==> src/rtl/chain_pkg.sv <==
package chain_pkg;
    parameter int CH_CNT_W  = 16;
    parameter int CH_NUM    = 32;
    parameter int CH_CODE_W = $clog2(CH_NUM);
    parameter int CH_TOT_W  = 2 * CH_CNT_W;

    typedef struct packed {
        logic [CH_TOT_W-1:0]  remain;
        logic [CH_CODE_W-1:0] tgt;
        logic                 fin_en;
        logic                 int_en;
        logic                 early;
        logic [CH_NUM-1:0]    evt;
    } chain_state_t;
endpackage

==> src/rtl/chain_tr_counter.sv <==
module chain_tr_counter #(
    parameter int CNT_W = chain_pkg::CH_CNT_W,
    localparam int TOT_W = 2 * CNT_W
) (
    input  logic             load,
    input  logic             sync_ab,
    input  logic [CNT_W-1:0] bcnt,
    input  logic [CNT_W-1:0] ccnt,
    input  logic             tick,
    input  logic [TOT_W-1:0] remain_q,
    output logic [TOT_W-1:0] remain_d,
    output logic             hit,
    output logic             is_last
);
    logic [TOT_W-1:0] b_ext;
    logic [TOT_W-1:0] c_ext;
    logic [TOT_W-1:0] total;

    always_comb begin
        b_ext    = {{CNT_W{1'b0}}, bcnt};
        c_ext    = {{CNT_W{1'b0}}, ccnt};
        total    = sync_ab ? c_ext : TOT_W'(b_ext * c_ext);
        hit      = !load && tick && (remain_q != '0);
        is_last  = (remain_q == TOT_W'(1));
        remain_d = remain_q;
        if (load) begin
            remain_d = total;
        end else if (hit) begin
            remain_d = remain_q - TOT_W'(1);
        end
    end
endmodule

==> src/rtl/chain_onehot.sv <==
module chain_onehot #(
    parameter int NUM   = chain_pkg::CH_NUM,
    localparam int CW   = $clog2(NUM)
) (
    input  logic          fire,
    input  logic [CW-1:0] code,
    output logic [NUM-1:0] vec
);
    for (genvar i = 0; i < NUM; i++) begin : g_bit
        assign vec[i] = fire && (code == CW'(i));
    end
endmodule

==> src/rtl/chain_trigger_gen.sv <==
module chain_trigger_gen
    import chain_pkg::*;
#(
    parameter int CNT_W = CH_CNT_W,
    parameter int NUM   = CH_NUM,
    localparam int CW   = $clog2(NUM),
    localparam int TOT_W = 2 * CNT_W
) (
    input  logic             clk,
    input  logic             rst_n,
    input  logic             start,
    input  logic [CNT_W-1:0] bcnt,
    input  logic [CNT_W-1:0] ccnt,
    input  logic             sync_ab,
    input  logic [CW-1:0]    tgt_code,
    input  logic             final_en,
    input  logic             inter_en,
    input  logic             early_sel,
    input  logic             tr_submit,
    input  logic             tr_done,
    output logic [NUM-1:0]   chain_evt
);
    chain_state_t s_q, s_d;

    logic             tick;
    logic             hit;
    logic             is_last;
    logic             fire;
    logic [TOT_W-1:0] remain_d;
    logic [NUM-1:0]   evt_vec;

    assign tick = s_q.early ? tr_submit : tr_done;

    chain_tr_counter #(.CNT_W(CNT_W)) u_cnt (
        .load     (start),
        .sync_ab  (sync_ab),
        .bcnt     (bcnt),
        .ccnt     (ccnt),
        .tick     (tick),
        .remain_q (s_q.remain),
        .remain_d (remain_d),
        .hit      (hit),
        .is_last  (is_last)
    );

    assign fire = hit && (is_last ? s_q.fin_en : s_q.int_en);

    chain_onehot #(.NUM(NUM)) u_dec (
        .fire (fire),
        .code (s_q.tgt),
        .vec  (evt_vec)
    );

    always_comb begin
        s_d        = s_q;
        s_d.remain = remain_d;
        s_d.evt    = evt_vec;
        if (start) begin
            s_d.tgt    = tgt_code;
            s_d.fin_en = final_en;
            s_d.int_en = inter_en;
            s_d.early  = early_sel;
            s_d.evt    = '0;
        end
    end

    always_ff @(posedge clk) begin
        if (!rst_n) begin
            s_q <= '0;
        end else begin
            s_q <= s_d;
        end
    end

    assign chain_evt = s_q.evt;
endmodule

==> config.mk <==
export PLATFORM = sky130hd
export DESIGN_NAME = chain_trigger_gen
export DESIGN_NICKNAME = d
export VERILOG_FILES = /design/src/rtl/chain_pkg.sv /design/src/rtl/chain_tr_counter.sv /design/src/rtl/chain_onehot.sv /design/src/rtl/chain_trigger_gen.sv
export SDC_FILE = /design/constraint.sdc
export NUM_CORES = 1
export LEC_CHECK = 0
export BUFFER_PORTS_ARGS = -buffer_cell sky130_fd_sc_hd__clkbuf_2
export CAP_MARGIN = 20
export CORE_MARGIN = 5
export CORE_UTILIZATION = 50
export DETAILED_ROUTE_END_ITERATION = 10
export HOLD_SLACK_MARGIN = 0.15
export PLACE_DENSITY_LB_ADDON = 0.12
export SLEW_MARGIN = 25
export SYNTH_ARGS = -nofsm -noshare
export SYNTH_HDL_FRONTEND = slang
export SYNTH_SLANG_ARGS = --single-unit
==> constraint.sdc <==
create_clock -name clk -period 12.4 [get_ports clk]
set_clock_uncertainty 0.1 [all_clocks]
set_input_delay 0.62 -clock clk [delete_from_list [all_inputs] [get_ports clk]]
set_output_delay 0.62 -clock clk [all_outputs]
set_load 0.005 [all_outputs]
==> summary.txt <==
Floorplanning
  – Core area: 23,500 sq um
  – Die W: 165 microns
  – Starting density of the core: 0.509
  – Die height: ~160 microns
  – Die area: 27,100 sq um
  – Row cnt: 56
  – I/O Pins: 78

Synth
  – Yosys reg bits: 72
  – Leading area contributor after synthesis: fa_1
  – Synth top area share: 0.324
  – Post-Synthesis Cell Area: 12,000 sq um
  – Syn avg cell area: between 8 and 9 sq um
  – EDFF count, synth: 0
  – Prevailing post-synth register cell: dfxtp_1
  – Top cells by area, synth: fa_1 32%, dfxtp_1 12%, ha_1 11%
  – Syn_nets: about 1,700
  – Netlist cell types: 61
  – Ys async rst share: 0
  – Yosys Warn Count: 0
  – Seq/Total Area, Yosys: 0.120
  – Post-synthesis instance total: 1,384

Critical path
  – Critical-path top delay cell: fa_1
  – CP endpoint kind: flop
  – R2r endpoint: s_q[55]
  – Worst Setup SP: bcnt[7]
  – Crit path cell chain: clkbuf_2 -> and2_1 -> fa_1 -> inv_1 -> fa_1 -> fa_1 -> fa_1 -> inv_1 -> fa_1 -> inv_1 -> fa_1 -> inv_1 -> ha_1 -> and4_1 -> o2bb2ai_1 -> a2111o_1 -> o2111ai_1 -> a21oi_1 -> o31a_1 -> o31ai_1 -> o311a_1
  – CP required: 12.58 ns
  – Max FO, Critical Path: 16
  – Critical Path Source Type: input pin
  – Worst reg2reg path depth: 9
  – Crit path to: s_q[66]
  – Crit path arrival time: just under 7 ns
  – Crit path kind: input pin to flop
  – R2R setup slack: slightly above 9 ns
  – Reg2reg start: s_q[40]
  – Crit-path most repeated cell: fa_1
  – CP max stage delay: 0.54 ns

STA
  – WHS: 0.401 ns
  – Slew Limit Fails: 0
  – Setup WS post-layout: 5.79 ns
  – Worst slew margin: 0.537
  – Final hold violations: 0
  – Fmax: 151 MHz
  – Worst slew pin tran: 0.688 ns
  – Final Cycle Share: 0.533
  – Tmin final: 6.61 ns
  – RSZ-0062 raised after global routing: false
  – # setup viols final: 0
  – Setup_tns: 0 ns

Detailed routing
  – Via/cell ratio: 5.38
  – DRC: 0
  – WL/cell: roughly 17 microns
  – Post-DRT Antenna Nets: 0
  – DRT Pass-1 Iters: 5
  – Vias: approximately 9,100
  – Post-Route WL: between 20 and 30 mm
  – Initial DRC Count: between 400 and 500

Final layout
  – Nets: 1,719
  – N_diodes: 0
  – Final non-filler cell total: 1,697
  – Layout cells sized above 1: 0.0776
  – Fin util: 0.534
  – Synth-to-layout area growth: 4.94%
  – Design area: 12,600 sq um

Clock tree
  – Post-CTS Hold Buffers: 0
  – Max clock buf depth: 2
  – H-Tree Depth: 3
  – Root Buffer: clkbuf_16
  – Clock transition at path regs: around 0.06 ns
  – Post-CTS Setup Bufs: 0
  – Post-cts repair resize count: 0
  – Worst-Skew Late Latency: around 0.34 ns
  – CTS tree: yes
  – CTS buffer count: 9
  – # clock sinks: 72

Power
  – Tot Pwr: 3.71 mW
  – Power Dens Cells: 295 nW/um^2
  – LEAKAGE: 6.25 nW
  – Peak supply drop: around 0.00031 V

GRT
  – Largest net degree at the start of global routing: 52
  – Initial antenna violation count: 0
  – Total GRT Usage: 0.225
  – First-pass GRT wire length: 48.5 mm
  – Remaining Overflow, GRT: 0
  – Vias in the first global route: 9,611

Run
  – Max-Cap Viols: 0

Placement
  – Area after DPL: 12,300 sq um
  – Port bufs: 77
  – Place WS: 5.46 ns
  – Detail Placement HPWL: 22.6 mm
  – RD Place Congestion: 0.865
  – Placed insts: 1,681

Worst hold path
  – Hold Crit Class: flop to flop

Status
  – Status: finished, final reports clean
==> kinds of logic after synthesis <==
kind of cell	count (synthesis)	synth area share
compound gates	154	0.0883
xor+xnor	42	0.0307
fa+ha+maj	300	0.435
buf+inv	332	0.115
flops	72	0.120
mux	16	0.0135
simple gates	468	0.197
==> where the power goes <==
group	switching [mW]	leakage (nW)	internal, mW
Combinational	1.86	5.51	1.30
Clock	0.104	0.150	0.158
Sequential	0.0245	0.587	0.259
==> cells in the final DEF (no fill, tap or decap), drive strengths merged, types with 11 or more instances in the layout <==
master and count:
a21o 14, a21oi 36, and2 117, clkbuf 86, dfxtp 72, fa 194, ha 106, inv 234
mux2i 15, nand2 184, nand2b 11, nand3 11, nor2 32, nor2b 13, nor3 49, o21ai 19
o22ai 12, xnor2 26, xor2 16
==> Yosys cell counts (9+ instances only) <==
library cell,instances
xor2_1,16
clkbuf_1,59
o211a_1,9
nor2b_1,13
buf_4,32
a211oi_1,9
nor3_1,49
a21oi_1,36
nor2_1,32
nand2b_1,11
nand2_1,184
fa_1,194
and2_1,117
xnor2_1,26
a21o_1,14
nand3_1,11
inv_1,232
o21ai_0,19
ha_1,106
mux2i_1,15
o22ai_1,12
dfxtp_1,72
==> critical path, delay by kind of cell <==
kind / cells / cell delay [ns]
buffers and inverters: 5 / 0.48
AOI/OAI and AO/OA: 7 / 1.82
and+or+nand+nor: 2 / 0.51
adders and majority gates: 7 / 3.35
==> state kept, by name, indices dropped and copies added (netlist names) <==
name and cells:
chain_evt 32, s_q 40
==> worst min path at each step <==
stage,start,end,slack (ns),cells past startpoint
floorplan,s_q[47],s_q[47],0.36,1
global placement,s_q[47],s_q[47],0.38,1
detailed placement,s_q[47],s_q[47],0.39,1
CTS,s_q[47],s_q[47],0.40,1
global route,s_q[47],s_q[47],0.44,1
finish,s_q[47],s_q[47],0.40,1
==> metal layers <==
| layer | GRT usage | vias up | share of wire |
|---|---|---|---|
| li1 | - | 4324 | - |
| met4 | 0.0541 | 0 | 0.022 |
| met1 | 0.291 | 4559 | 0.43 |
| met3 | 0.0287 | 44 | 0.040 |
| met5 | 0 | - | 0 |
| met2 | 0.401 | 201 | 0.51 |
==> layout make-up <==
cell class	instances	area, sq um
multi-input cells	980	9160
repair buffers	78	393
well taps	319	399
flip-flops and latches	72	1440
fillers	2259	11000
inverters	232	871
clock buffers	9	225
clock inverters	7	78.8
Power figures use the tool's default switching activity.
